### src/rtl/ir_cw_pkg.sv
package ir_cw_pkg;
  localparam int unsigned SENS_W = 4;
  localparam int unsigned SENS_N = 1 << SENS_W;
  localparam int unsigned OFF_BASE = 1;   // offset at sensitivity 0
  localparam int unsigned OFF_STEP = 2;   // extra cycles per sensitivity step
  localparam int unsigned UP_MARGIN = 1;  // cycles accepted above divider count
endpackage

### src/rtl/ir_cw_edge.sv
module ir_cw_edge (
  input  logic clk_i,
  input  logic rst_ni,
  input  logic sig_i,
  output logic rise_o
);
  logic level_q;

  always_ff @(posedge clk_i or negedge rst_ni) begin
    if (!rst_ni) level_q <= 1'b1;  // no edge seen right out of reset with input high
    else         level_q <= sig_i;
  end

  assign rise_o = sig_i & ~level_q;
endmodule

### src/rtl/ir_cw_period_cnt.sv
module ir_cw_period_cnt #(
  parameter int unsigned CNT_W = 13
) (
  input  logic             clk_i,
  input  logic             rst_ni,
  input  logic             restart_i,
  output logic [CNT_W-1:0] cnt_o
);
  localparam logic [CNT_W-1:0] CNT_MAX = '1;

  logic [CNT_W-1:0] cnt_q;

  always_ff @(posedge clk_i or negedge rst_ni) begin
    if (!rst_ni)                cnt_q <= '0;
    else if (restart_i)         cnt_q <= CNT_W'(1);
    else if (cnt_q != CNT_MAX)  cnt_q <= cnt_q + CNT_W'(1);
  end

  assign cnt_o = cnt_q;
endmodule

### src/rtl/ir_cw_window.sv
module ir_cw_window
  import ir_cw_pkg::*;
#(
  parameter int unsigned PER_W = 12,
  parameter int unsigned CNT_W = PER_W + 1
) (
  input  logic [PER_W-1:0]  period_i,
  input  logic [SENS_W-1:0] sens_i,
  input  logic [CNT_W-1:0]  meas_i,
  output logic              in_win_o,
  output logic              over_o
);
  logic [CNT_W-1:0] off_tbl [SENS_N];

  // offset lookup, one entry per sensitivity step
  for (genvar s = 0; s < SENS_N; s++) begin : g_off
    assign off_tbl[s] = CNT_W'(OFF_BASE + OFF_STEP * s);
  end

  logic [CNT_W-1:0] per_ext, off_sel, lo_bound, hi_bound;

  always_comb begin
    per_ext  = CNT_W'(period_i);
    off_sel  = off_tbl[sens_i];
    lo_bound = (per_ext > off_sel) ? per_ext - off_sel : '0;
    hi_bound = per_ext + CNT_W'(UP_MARGIN);
  end

  assign over_o   = meas_i > hi_bound;
  assign in_win_o = (meas_i >= lo_bound) && !over_o;
endmodule

### src/rtl/ir_carrier_window.sv
module ir_carrier_window
  import ir_cw_pkg::*;
#(
  parameter int unsigned PER_W = 12
) (
  input  logic              clk_i,
  input  logic              rst_ni,
  input  logic              carrier_i,
  input  logic [PER_W-1:0]  period_i,
  input  logic [SENS_W-1:0] sens_i,
  output logic              carrier_ok_o,
  output logic              envelope_o
);
  localparam int unsigned CNT_W = PER_W + 1;

  logic             rise;
  logic [CNT_W-1:0] meas;
  logic             in_win, over;
  logic             armed_q, env_q, ok_q;
  logic             good_per, bad_per, timeout;

  ir_cw_edge u_edge (
    .clk_i  (clk_i),
    .rst_ni (rst_ni),
    .sig_i  (carrier_i),
    .rise_o (rise)
  );

  ir_cw_period_cnt #(.CNT_W(CNT_W)) u_cnt (
    .clk_i     (clk_i),
    .rst_ni    (rst_ni),
    .restart_i (rise),
    .cnt_o     (meas)
  );

  ir_cw_window #(.PER_W(PER_W), .CNT_W(CNT_W)) u_win (
    .period_i (period_i),
    .sens_i   (sens_i),
    .meas_i   (meas),
    .in_win_o (in_win),
    .over_o   (over)
  );

  always_comb begin
    good_per = rise & armed_q & in_win;
    bad_per  = rise & armed_q & ~in_win;
    timeout  = ~rise & armed_q & over;
  end

  always_ff @(posedge clk_i or negedge rst_ni) begin
    if (!rst_ni) begin
      armed_q <= 1'b0;
      env_q   <= 1'b0;
      ok_q    <= 1'b0;
    end else begin
      ok_q <= good_per;
      if (rise)         armed_q <= 1'b1;
      else if (timeout) armed_q <= 1'b0;
      if (good_per)                env_q <= 1'b1;
      else if (bad_per || timeout) env_q <= 1'b0;
    end
  end

  assign carrier_ok_o = ok_q;
  assign envelope_o   = env_q;
endmodule

### config.mk
export PLATFORM = sky130hd
export DESIGN_NAME = ir_carrier_window
export DESIGN_NICKNAME = d
export VERILOG_FILES = /design/src/rtl/ir_cw_pkg.sv /design/src/rtl/ir_cw_edge.sv /design/src/rtl/ir_cw_period_cnt.sv /design/src/rtl/ir_cw_window.sv /design/src/rtl/ir_carrier_window.sv
export SDC_FILE = /design/constraint.sdc
export NUM_CORES = 1
export LEC_CHECK = 0
export BUFFER_PORTS_ARGS = -buffer_cell sky130_fd_sc_hd__buf_2
export CORE_MARGIN = 5
export CORE_UTILIZATION = 35
export DETAILED_ROUTE_END_ITERATION = 16
export GPL_ROUTABILITY_DRIVEN = 0
export PLACE_DENSITY = 0.62
export SLEW_MARGIN = 20
export SYNTH_ARGS = -nofsm -noshare
export SYNTH_HDL_FRONTEND = slang
export SYNTH_SLANG_ARGS = --single-unit
### constraint.sdc
create_clock -name clk_i -period 5.5 [get_ports clk_i]
set_input_delay 0.825 -clock clk_i [delete_from_list [all_inputs] [get_ports clk_i]]
set_output_delay 0.825 -clock clk_i [all_outputs]
set_load 0.03 [all_outputs]
; Yosys cells after proc, flatten, opt, wreduce, memory -nomap -nowiden
; Memories as Yosys holds them, arrays and structs flattened.
; Index checks and enable logic that the tools add are counted.
[totals]
wordCells = 39
rom_bits = 208
input_bits = 19
register_bits = 17
memories = 1
ramBits = 0
latch_bits = 0
[classes]
n_addsub = 3
n_bitwise = 10
n_mul = 0
n_reduce_logical = 6
n_lt_le_gt_ge = 4
shift = 0
muxes = 9
eq_ne = 1
n_div = 0
[mem_list]
columns = memory, depth, word_bits, rd, rd_clocked_by_memory_dff, wr, line
row1 = (name not given), 16, 13, 1, 0, 0, ir_cw_window.sv:24  ; off_sel = off_tbl[sens_i];
[op_table]
columns = operator, n
row1 = two-way mux 13 bit, 5
row2 = adder 12 x 1 -> 13 bit (second input constant), 1
row3 = adder 13 x 1 -> 13 bit (second input constant), 1
row4 = >= comparator 13 bit, 1
row5 = > comparator 12 x 13 -> 1 bit, 1
row6 = > comparator 13 bit, 1
row7 = != test 13 bit (second input constant), 1
row8 = subtractor 12 x 13 -> 13 bit, 1
row9 = bitwise AND 1 bit, 6
row10 = nonzero test 2 bit, 3
row11 = >= comparator 5 bit (second input constant), 1
row12 = NOT 4 -> 5 bit, 1
row13 = two-way mux 1 bit, 4
row14 = NOT 1 bit, 3
row15 = logical AND 1 bit, 1
row16 = logical NOT 1 bit, 1
row17 = logical OR 1 bit, 1

; Longest topological paths before layout
; Gate-level depths: netlist of the first run.
[logic_depth]
depth_word = 13
depth_mapped = 16
ltp_nobuf = 15

; By module
; A second synthesis of the first run with hierarchy kept.
[unflattened]
hier_cells = 238
hier_area_um2 = 2045.7
[by_module_without_submodules]
columns = module, instances, seq_area_each_um2, cells_each, area_each_um2
row1 = ir_cw_window, 1, 0.0, 156, 1166.1
row2 = ir_cw_period_cnt, 1, 325.3, 72, 728.2
row3 = ir_carrier_window, 1, 75.1, 8, 111.4
row4 = ir_cw_edge, 1, 26.3, 2, 40.0

; Least setup slack after synthesis of the first run
; Ideal clock, no wire load.
[synth_timing]
path_kind = input-to-reg
start = in sens_i[0]
end = reg env_q, in the netlist envelope_o
cell_stages = 16
required_time_ns = 5.382
setup_slack_ns = 2.112
n_path_buf = 1
t_arrival_ns = 3.270
path_cell_list = inv_1 -> ha_1 -> a21o_1 -> a21oi_2 -> o21bai_2 -> a21oi_4 -> o211ai_2 -> buf_2 -> and2_1 -> ha_1 -> inv_1 -> a21oi_1 -> a2111oi_0 -> o31a_1 -> nor4_2 -> a21o_1
[synth_via]
word_cells_on_any_way = 15
cone_classes = 1 x add/sub / 2 x order compare / 4 x mux / 4 x bitwise / 3 x reduce/logical / 1 x memory
[synth_lines]
columns = item, line
row1 = from (decl), ir_carrier_window.sv:10  ; input logic [SENS_W-1:0] sens_i,
row2 = NOT 4 -> 5 bit (not written as such) (*), ir_cw_window.sv:24
row3 = memory read (16 x 13 bit) (*), n/a
row4 = two-way mux 13 bit (not written as such) (*) (2 in a row), ir_cw_window.sv:24
row5 = subtractor 12 x 13 -> 13 bit or > comparator 12 x 13 -> 1 bit (tied branches), ir_cw_window.sv:25  ; lo_bound = (per_ext > off_sel) ? per_ext - off_sel : '0;
row6 = two-way mux 13 bit (*), ir_cw_window.sv:25
row7 = >= comparator 13 bit (*), ir_cw_window.sv:30  ; assign in_win_o = (meas_i >= lo_bound) && !over_o;
row8 = logical AND 1 bit (*), ir_cw_window.sv:30
row9 = bitwise AND 1 bit (*), ir_carrier_window.sv:45  ; good_per = rise & armed_q & in_win;
row10 = net good_per, ir_carrier_window.sv:20  ; logic good_per, bad_per, timeout;
row11 = two-way mux 1 bit or nonzero test 2 bit (tied branches), n/a
row12 = to (signal assigned), ir_carrier_window.sv:53  ; env_q <= 1'b0;
row13 = to (signal assigned), ir_carrier_window.sv:59  ; if (good_per) env_q <= 1'b1;
row14 = to (signal assigned), ir_carrier_window.sv:60  ; else if (bad_per || timeout) env_q <= 1'b0;
row15 = to (decl), ir_carrier_window.sv:19  ; logic armed_q, env_q, ok_q;
; The timed path passes the listed nets; every way through them passes the cells marked *. The select of a mux whose other input is x is not followed.
; A chain may end at the register's enable or synchronous reset.

; Worst setup path in the final report of the first run
; Same ends and word-level chain as after synthesis.

==> results of run 1 <==
routing by layer:
metal  GRT usage  share of wire  vias up  wire length (µm)
met3     0.01963          0.031        2               128
li1            -              -      845                 -
met1      0.1808           0.52      720              2142
met4     0.02632         0.0071        0                29
met5           0              0        -                 0
met2      0.1944           0.44       23              1807
cells in the final DEF (no fill, tap or decap), types with 2 or more instances in the layout:
cell,netlist,final
a21o_1,2,2
a21oi_1,10,10
a31oi_1,2,2
and2_1,2,2
and3_1,4,4
and3b_1,2,2
and4_1,5,5
buf_2,2,20
clkbuf_8,0,3
dfrtp_1,16,16
ha_1,33,33
inv_1,14,14
nand2_1,20,20
nand2b_1,2,2
nand3_1,13,13
nand4_1,9,9
nor2_1,15,15
nor3_1,4,4
o21ai_0,7,7
o31a_1,3,3
xnor2_1,8,8
xor2_1,18,18
synthesized netlist by cell type, types with 3 or more instances:
cell      number  area [µm²]
ha_1          33       412.9
nand2_1       20       75.07
xor2_1        18       157.7
dfrtp_1       16       400.4
nor2_1        15       56.30
inv_1         14       52.55
nand3_1       13       65.06
a21oi_1       10       50.05
nand4_1        9       56.30
xnor2_1        8       70.07
o21ai_0        7       35.03
and4_1         5       43.79
and3_1         4       25.02
clkbuf_1       4       15.01
nor3_1         4       20.02
o31a_1         3       26.28
sequential cells by signal, summed over array words and instances (netlist names):
register / flops
u_edge.level_q: 1
envelope_o: 1
u_cnt.cnt_o: 13
armed_q: 1
carrier_ok_o: 1
metrics by stage:
stage          setup slack [ps]  instance area, µm²
4_1_cts                    1862                2142
3_5_place_dp               1611                2097
3_3_place_gp               1618                2097
2_1_floorplan              2112                1932
5_1_grt                    1613                2142
6_report                   1872                2142
area by class of cell:
type                    instances  area share
well taps                      72     0.04206
multi-input cells             185      0.6665
clock buffers                   4     0.02103
inverters                      14     0.02453
flip-flops and latches         17      0.1992
repair buffers                 20     0.04673
cells by family after synthesis:
family,Yosys count
multiplexers,1
buffers and inverters,20
AO/OA/AOI/OAI,41
AND/OR/NAND/NOR,83
XOR/XNOR,26
adder cells (fa/ha/maj),34
flip-flops,17
power breakdown:
part | total [mW] | internal, mW | switching [mW] | leakage (nW)
Sequential | 0.162 | 0.136 | 0.0255 | 0.223
Clock | 0.0930 | 0.0514 | 0.0416 | 0.0228
Combinational | 0.147 | 0.0649 | 0.0818 | 0.814
worst max-delay path by stage:
stage                          from    endpoint  slack (ps)  cells past startpoint
final                     sens_i[0]  envelope_o        1870                     16
after floorplan           sens_i[0]  envelope_o        2110                     16
after CTS                 sens_i[0]  envelope_o        1860                     16
after global routing      sens_i[0]  envelope_o        1610                     16
after detailed placement  sens_i[0]  envelope_o        1610                     16
after global placement    sens_i[0]  envelope_o        1620                     16
==> results list, run 1 <==
* Result of the run: finished, final reports clean
- Final Core Density: 0.3938
- Total power for the finished layout comes to 401.2 µW.
- Number of fillers in the final layout: 555
* Worst-path cell chain: buf_2, inv_1, ha_1, a21o_1, a21oi_2, o21bai_2, a21oi_4, o211ai_2, nand2_1, ha_1, a21oi_1, nand2_1, a2111oi_0, o31a_1, nor4_2, a21o_1
* Signal arrival time at the worst endpoint: 3770 ps
* Non-filler cells in the finished layout: 312
- Xor and xnor area share after synthesis: 0.1179
- The longest clock path from root to sink contains 2 buffers.
* Cell variety after synth: 49
* Endpoint kind of the worst setup timing path: register
* Total number of vias: 1590
* WHS Path Cells: 1
- The tightest hold path in the finished design has a slack of 470.5 ps.
- Power spread over the standard cell area amounts to 187.3 mW/mm².
- TritonCTS built the clock tree.
- Clock transition at the registers of the reported paths: 60 ps
- # hold bufs at CTS: 0
- Headroom to the max-slew limit came out at 0.4251.
* Ys flop type: dfrtp_1
* Seq cells post-synth: 17
* Via count of the first global-routing pass: 1548
* Maximum Capacitance Violations: 0
- At the pin with the least slew margin, the transition time is 860.6 ps.
- Critical R2R Launch: u_cnt.cnt_o[10]
- Yosys warning count: 0
- Fmax: 0.2756 GHz
- The first global-routing pass estimated 7334 µm of wire.
* Number of slew-limit violations in the final report: 0
- Counting the buffers created by CTS gives 3.
- On the worst path, the slowest cell contributes a delay of 470 ps.
* Share of the yosys chip area belonging to registers: 0.2209
- Post-CTS repair changed the size of 0 cells.
- The synthesized netlist occupies a cell area of 0.001932 mm².
* Portion of netlist area occupied by mux cells: 0.005181
- After detailed routing, the number of vias per cell comes to 5.096.
- Family of cells with the greatest summed delay on the critical path: compound AO/OA/AOI/OAI gates
- The worst register-to-register path has a setup slack of 3310 ps.
- In this run the static leakage power is 1.059 nW.
- STA classifies the critical path startpoint as an input pin.
- The die is 84.30 µm wide.
* Half-perimeter wire length after placement: 3313 µm
* Syn_area_per_cell: 8.702 µm²
- The number of buffers and inverters on the critical path is 2.
- Area of all sequential standard cells: 426.7 µm²
* Maximum vdd ir drop: 0.0001179 V
* Router iterations before antenna repair: 4
- Final sum of negative setup slack: 0 ps
- Diodes inserted: 0
* Synth Area in Adders: 0.2241
- Counting flops with a built-in enable in the synthesized netlist gives 0.
- Largest net degree at the start of global routing: 18
- Setup violations remaining at the end of the flow were counted as 0.
- The floorplan step set the die height to 84.30 µm.
- The die covers 0.007106 mm².
* Number of buffers inserted by post-CTS setup repair: 0
* H-Tree Level Count: 1
* Post-detailed-route count of antenna-violating nets: 0
* RSZ-0062 raised after global routing: no
- In the final layout, the multi-input gates occupy 0.001428 mm².
- The area fraction in compound gates after synthesis came to 0.1600.
* Clock tree root driver cell: clkbuf_8
- The worst hold path belongs to the class reg2reg.
- Global routing finished with a remaining overflow of 0.
- By area, the combinational part of the netlist is dominated by simple AND/OR/NAND/NOR gates.
* Final #Nets: 294
* Largest fanout on the critical path: 11
- DP Cell Count: 308
- Placement row count: 27
- Tcrit/Tclk final: 0.6597
- The first routing iteration left 65 violations.
- Input and output buffers added on the ports amount to 20.
- Nets in the synthesized netlist: 275
- Share of cells above drive strength 1: 0.1417
- Synthesis produced a netlist whose cell count is 222.
- Sink count of the clock tree: 17
- The later pin in the worst-skew pair is clocked with a latency of 250 ps.
- Clock skew after layout: 4.009 ps
* Terminating pin of the worst hold path: envelope_o
* Hold Violations, Final: 0
* Post-synthesis to final-layout area growth: 10.88%
- Initial antenna violation count: 0
- Simple-gate portion of the synthesized area: 0.2319
* GRT Util Overall: 0.1246
- The worst setup path is of the in2reg kind.
- For this run, design rule violations remaining after detail routing come to 0.
- In this run the standard cell core region covers 0.005439 mm².
- Length in cells of the worst reg-to-reg path: 7
* Ports: 21
- The slowest stage of the critical path belongs to the cell a2111oi_0.
* Hold Crit Start: envelope_o
* Share of flip-flops with an asynchronous set or reset after synthesis: 1.000
* Initial Util: 0.3552
* Post-layout min period: 3628 ps
* Reg2Reg Capture Point: envelope_o
* Crit path required time: 5640 ps
- Final wirelength: 4108 µm
- After detailed routing, the average wire length per cell comes to 13.17 µm.
No activity file was read; power rests on OpenSTA's default activity.
==> inputs of run 2 (changes only) <==
--- a/config.mk
+++ b/config.mk
@@ -10,7 +10,7 @@
 export CORE_UTILIZATION = 35
 export DETAILED_ROUTE_END_ITERATION = 16
 export GPL_ROUTABILITY_DRIVEN = 0
-export PLACE_DENSITY = 0.62
+export PLACE_DENSITY = 0.64
 export SLEW_MARGIN = 20
 export SYNTH_ARGS = -nofsm -noshare
 export SYNTH_HDL_FRONTEND = slang
==> constraint.sdc (replaced) <==
create_clock -name clk_i -period 2.9 [get_ports clk_i]
set_input_delay 0.435 -clock clk_i [delete_from_list [all_inputs] [get_ports clk_i]]
set_output_delay 0.435 -clock clk_i [all_outputs]
set_load 0.03 [all_outputs]
==> run 2 against run 1 <==
Against the previous run: sequential share of layout area is 3.7 points lower; largest cell class unchanged; power increased by 110%; largest power group is now combinational logic; sequential power is 88% higher; clock-buffer cell count stayed put.
==> results list, run 2 (synthesis results as in run 1) <==
- Result of the run: finished, final reports clean
* Tcrit/Tclk final: 0.9881
* Clock transition at the registers of the reported paths: 70 ps (about the same)
* RSZ-0062 raised after global routing: yes
- The critical-path maximum fanout is 4 (-7).
- Router iterations before antenna repair: 5 (+1)
* Number of slew-limit violations in the final report: 0 (unchanged)
* Final #Nets: 335 (+14%)
- The worst setup timing slack at the placement stage came to -433.5 ps (-2044 ps).
* Commonest cells after routing, fill and taps aside: 40 x buf_4, 28 x ha_1, 19 x nand2_1, 19 x buf_2, 18 x xor2_1
- Transition time at the pin with the least slew margin: 653.0 ps (-207.6 ps)
- Clock skew after layout: 5.056 ps (+1.048 ps)
- The leakage power of the design is 1.266 nW (+20%).
- The latest clock arrival within the worst-skew pair came to 250 ps (about the same).
- Half-perimeter wire length after placement: 3547 µm (+7.1%)
* Via count of the first global-routing pass: 1752 (+13%)
- Area inside the core boundary: 0.005439 mm² (unchanged)
* Most common library cell in the layout ignoring fill and taps: buf_4
* Final Setup Violations: 0 (unchanged)
- Class of the tightest hold or removal check: in2async
* Number of fillers in the final layout: 509 (-8.3%)
- Ports: 21 (unchanged)
* Maximum vdd ir drop: 0.0002452 V (+110%)
- The final routed wire length divided by cell count is 13.45 µm (+2.2%).
- Per-cell via count in the routed design: 5.173 (+1.5%)
- The overall global routing resource usage was 0.1303 (+0.005683).
- Number of buffers inserted during clock tree synthesis: 3 (unchanged)
- The area of placed instances is 0.002396 mm² (+14%).
* Maximum root-to-sink buffer count: 2 (unchanged)
* Family of cells with the greatest summed delay on the critical path: compound AO/OA/AOI/OAI gates
* Initial Util: 0.3552 (unchanged)
- The largest net degree at the start of global routing is 18 (unchanged).
* H-Tree Level Count: 1 (unchanged)
- Initial antenna violation count: 0 (unchanged)
- DRC violation total after the first TritonRoute iteration: 107 (+65%)
- Final worst setup slack: 34.46 ps (-1837 ps)
- The width of the chip came to 84.30 µm (unchanged).
* Remaining max-slew budget at the tightest pin: 0.5613 (+0.1362)
- The buffers plus inverters on the worst setup path was 4 (+2).
- Post-synthesis to final-layout area growth: 36.40%
- The antenna diode count came to 0 (unchanged).
* Crit path required time: 3090 ps (-2550 ps)
* Top cell by count, worst path: buf_4
- The data arrival time of the critical path is 3060 ps (-710 ps).
- The number of core rows was 27 (unchanged).
- First-pass GRT wire length: 7866 µm (+7.3%)
* Path type of the worst setup path: in2reg
- Cell Pwr Density: 324.8 mW/mm² (+73%)
- The global-route congestion overflow total was 0 (unchanged).
- The die footprint came to 0.007106 mm² (unchanged).
- The max-cap violation count came to 0 (unchanged).
- The post-route cell area was 0.002635 mm² (+23%).
- # hold bufs at CTS: 0 (unchanged)
- The DRC violation count after routing came to 0 (unchanged).
- The sum of routed wire length over all layers was 4748 µm (+16%).
- The total number of vias is 1826 (+15%).
- Number of port buffers: 20 (unchanged)
- STA classifies the critical path endpoint as a register.
- The worst stage delay on the critical path came to 330 ps (-140 ps).
* Overall die height: 84.30 µm (unchanged)
* CP max stage cell: ha_4
- The number of clock sinks came to 17 (unchanged).
* Max FFs per register: 13 (unchanged)
- The critical path goes through buf_4, ha_4, a21o_1, a21oi_4, o21bai_4, a21oi_4, buf_6, buf_4, o21ai_2, nand3_2, ha_4, nand4_1, buf_4, o31a_1, nor4_4, a21o_1.
- The number of hold violations in the final report was 0 (unchanged).
- Worst R2R Setup Slack: 740 ps (-2570 ps)
- The number of nets still failing antenna checks after routing is 0 (unchanged).
* Share of cells above drive strength 1: 0.3559 (+0.2142)
* Post-layout min period: 2866 ps
- TritonCTS built the clock tree.
- CTS placed an instance of clkbuf_8 at the clock tree root.
* Fmax: 0.3490 GHz
* Category of the worst setup path launch point: input pin
## run 2: metal layers
layer,wire length [µm],global-route usage,vias up
li1,-,-,930
met1,2206,0.1849,855
met2,2289,0.2044,37
met3,217,0.02552,4
met4,34,0.02778,0
met5,0,0,-
## run 2: worst paths after layout
check,start,cells past startpoint,to
setup reg to reg,u_cnt.cnt_o[6],9,envelope_o
max in group asynchronous,rst_ni,1,u_edge.level_q
hold reg to reg,envelope_o,1,envelope_o
min in group clk_i,carrier_i,1,u_edge.level_q
setup / recovery,period_i[1],16,envelope_o
hold / removal,rst_ni,1,u_cnt.cnt_o[1]
## run 2: final cells by class
class                      instances  area (µm²)  area share
timing repair buffer              60       406.6      0.1543
tap                               72       90.09     0.03419
clock buffer                       4       45.04     0.01709
sequential                        17       426.7      0.1619
inverter                          14       52.55     0.01994
multi-input combinational        186        1614      0.6125
## run 2: per-stage QoR
step	setup TNS [ps]	total power, mW	util	hold WS, ps	instances
2_1_floorplan	-33.50	0.5214	-	139.4	222
3_3_place_gp	-642.6	0.6470	0.4405	372.4	345
3_5_place_dp	-755.9	0.6554	0.4405	379.7	345
4_1_cts	0	0.8475	0.4631	108.3	352
5_1_grt	-214.4	0.9271	0.4845	130.1	353
6_report	0	0.8559	0.4845	91.16	353
## run 2: power breakdown
| part | internal (mW) | switching [mW] |
|---|---|---|
| Sequential | 0.258 | 0.0467 |
| Combinational | 0.189 | 0.186 |
| Clock | 0.0975 | 0.0788 |
## run 2: what timing repair did
action,CTS,global route
pin swaps,10,17
setup buffers,2,1
cloned,1,0
gates resized for setup,8,24
setup endpoints to repair,2,3
==> inputs of run 3 (changes only) <==
--- a/config.mk
+++ b/config.mk
@@ -11,6 +11,7 @@
 export DETAILED_ROUTE_END_ITERATION = 16
 export GPL_ROUTABILITY_DRIVEN = 0
 export PLACE_DENSITY = 0.64
+export SETUP_SLACK_MARGIN = 0.3
 export SLEW_MARGIN = 20
 export SYNTH_ARGS = -nofsm -noshare
 export SYNTH_HDL_FRONTEND = slang
==> run 3 against run 2 <==
Against the previous run: flip-flop and latch count unchanged; clock skew fell by 3.0 ps; setup slack better by 110 ps; clock-buffer cell count stayed put; highest routed layer unchanged; global-route usage increased by 1.3 points; power up 3.2%; worst hold slack lost 0.56 ps; register-to-register slack better by 50 ps.
==> results list, run 3 (synthesis results as in run 1) <==
* Result of the run: finished, final reports clean
* Largest net degree at the start of global routing: 18 (unchanged)
- The leakage power of the design came to 1.289 nW (+1.8%).
- # hold bufs at CTS: 0 (unchanged)
- The sum of internal, switching and leakage power is 883.3 µW (+3.2%).
- Clock skew after layout: 2.093 ps (-2.963 ps)
* Total number of vias: 1811 (-0.82%)
- Horizontal extent of the die: 84.30 µm (unchanged)
- Tcrit/Tclk final: 0.9514 (-0.03673)
* Via count of the first global-routing pass: 1800 (+2.7%)
- In the layout the commonest cells are 38 x buf_4, 28 x ha_1, 18 x xor2_1.
- Capturing element of the worst setup path: envelope_o
- Worst R2R Setup Slack: 790 ps (+50 ps)
- Reg2Reg Capture Point: envelope_o
* Overall overflow remaining after global route: 0 (unchanged)
- Share of cells above drive strength 1: 0.3799 (+0.02406)
* GRT Util Overall: 0.1437 (+0.01342)
- The worst path setup slack after routing was 141.0 ps (+106.5 ps).
- Setup repair after global routing could not meet its margin everywhere.
- Most common library cell in the layout ignoring fill and taps: buf_4
* Maximum root-to-sink buffer count: 2 (unchanged)
* First-pass GRT wire length: 8521 µm (+8.3%)
* Overall die height: 84.30 µm (unchanged)
* Initial Util: 0.3552 (unchanged)
- The worst setup path is of the in2reg kind.
- In this run the clock root is driven by a clkbuf_8.
* Worst-skew pair later-pin latency: 250 ps (about the same)
- Number of buffers inserted during clock tree synthesis: 3 (unchanged)
* Fmax: 0.3624 GHz (+3.9%)
- The critical-path maximum fanout came to 5 (+1).
- The clock input transition at the sequential cells of the worst setup and hold paths came to 60 ps (about the same).
- Final Setup Violations: 0 (unchanged)
* Post-synthesis to final-layout area growth: 40.09%
* Initial antenna violation count: 0 (unchanged)
- Placement row count: 27 (unchanged)
- Final Core Density: 0.4976 (+0.01311)
- The via count normalized by instance count is 5.160 (-0.26%).
- In this run the worst setup path begins at sens_i[0].
- Worst slack at placement: -327.3 ps (+106.1 ps)
- Hold Violations, Final: 0 (unchanged)
* Total die area: 0.007106 mm² (unchanged)
* Clock tree from TritonCTS: done
- Post-detailed-route count of antenna-violating nets: 0 (unchanged)
- The number of clock sinks came to 17 (unchanged).
- Maximum Capacitance Violations: 0 (unchanged)
- Ports: 21 (unchanged)
- In this run the critical register-to-register path is launched from u_cnt.cnt_o[6].
- The sum of routed wire length over all layers is 4708 µm (-0.84%).
- The antenna diode count was 0 (unchanged).
- The number of optimization iterations in the first detailed-route pass is 4 (-1).
- Number of port buffers: 20 (unchanged)
- The flip-flop count of the largest register after layout came to 13 (unchanged).
- The worst path required time came to 3050 ps (-40 ps).
- The worst hold path belongs to the class in2async.
- Number of slew-limit violations in the final report: 0 (unchanged)
* Category of the worst setup path launch point: input pin
- The depth of the worst register-to-register path is 9 (unchanged).
* Half-perimeter wire length after placement: 3767 µm (+6.2%)
- The worst setup path is captured at a register.
- H-Tree Level Count: 1 (unchanged)
- Maximum vdd ir drop: 0.0002707 V (+10%)
* Signal arrival time at the worst endpoint: 2910 ps (-150 ps)
- Area inside the core boundary: 0.005439 mm² (unchanged)
- The power density over the cells was 326.4 mW/mm² (+0.48%).
- The number of nets at the end of the flow came to 333 (-0.60%).
- Post-DR wirelength/cell: 13.41 µm (-0.28%)
* Transition time at the pin with the least slew margin: 369.0 ps (-284.1 ps)
- The headroom to the max-slew limit is 0.7521 (+0.1908).
* Post-layout min period: 2759 ps (-106.5 ps)
- The DRC violation count after routing is 0 (unchanged).
- DRC violation total after the first TritonRoute iteration: 70 (-35%)
[run 3: report_power, final]
group          total [mW]  internal [mW]  switching (mW)
sequential          0.307          0.258          0.0491
clock               0.178         0.0976          0.0808
combinational       0.398          0.201           0.197
[run 3: final cells by class]
| class | instances | area (µm²) |
|---|---|---|
| Clock buffer | 4 | 45.04 |
| Fill cell | 523 | 2733 |
| Inverter | 14 | 57.56 |
| Multi-Input combinational cell | 185 | 1637 |
| Sequential cell | 17 | 426.7 |
| Tap cell | 72 | 90.09 |
| Timing Repair Buffer | 59 | 450.4 |
[run 3: critical path, stage by stage]
cell,delay [ps]
buf_8,100
inv_4,50
ha_4,190
a21o_1,180
a21oi_4,160
o21bai_4,100
a21oi_4,150
buf_6,140
nand2_4,50
o31ai_4,230
ha_1,290
a21oi_2,130
nand2_1,70
a211oi_2,210
o31a_1,220
nor4_4,50
a21o_1,150
[run 3: through the flow]
| stage | setup TNS (ps) | cell area [µm²] | hold WS, ps | cells |
|---|---|---|---|---|
| floorplan | 0 | 2027 | 139.4 | 222 |
| global placement | -516.6 | 2434 | 369.2 | 341 |
| detailed placement | -515.7 | 2434 | 374.6 | 341 |
| CTS | 0 | 2658 | 98.23 | 351 |
| global route | -35.12 | 2706 | 124.9 | 351 |
| finish | 0 | 2706 | 90.60 | 351 |
[run 3: worst min-delay path by stage]
stage                     slack (ps)        endpoint  startpoint
after floorplan                  140         armed_q      rst_ni
after global placement           370  u_cnt.cnt_o[1]      rst_ni
after detailed placement         370  u_cnt.cnt_o[1]      rst_ni
after CTS                        100  u_cnt.cnt_o[4]      rst_ni
after global routing             120  u_cnt.cnt_o[4]      rst_ni
final                             90         armed_q      rst_ni
[run 3: repair_timing]
action / in CTS / in global routing
gates resized for setup: 31 / 12
endpoints found under the setup margin: 2 / 3
pin swaps: 14 / 12
setup buffers: 6 / 0
[run 3: layer usage]
| layer | routed length (µm) | GRT usage | vias to the layer above |
|---|---|---|---|
| met2 | 2306 | 0.2432 | 25 |
| met3 | 177 | 0.02355 | 4 |
| li1 | - | - | 927 |
| met5 | 0 | 0 | - |
| met4 | 44 | 0.03363 | 0 |
| met1 | 2180 | 0.1910 | 855 |
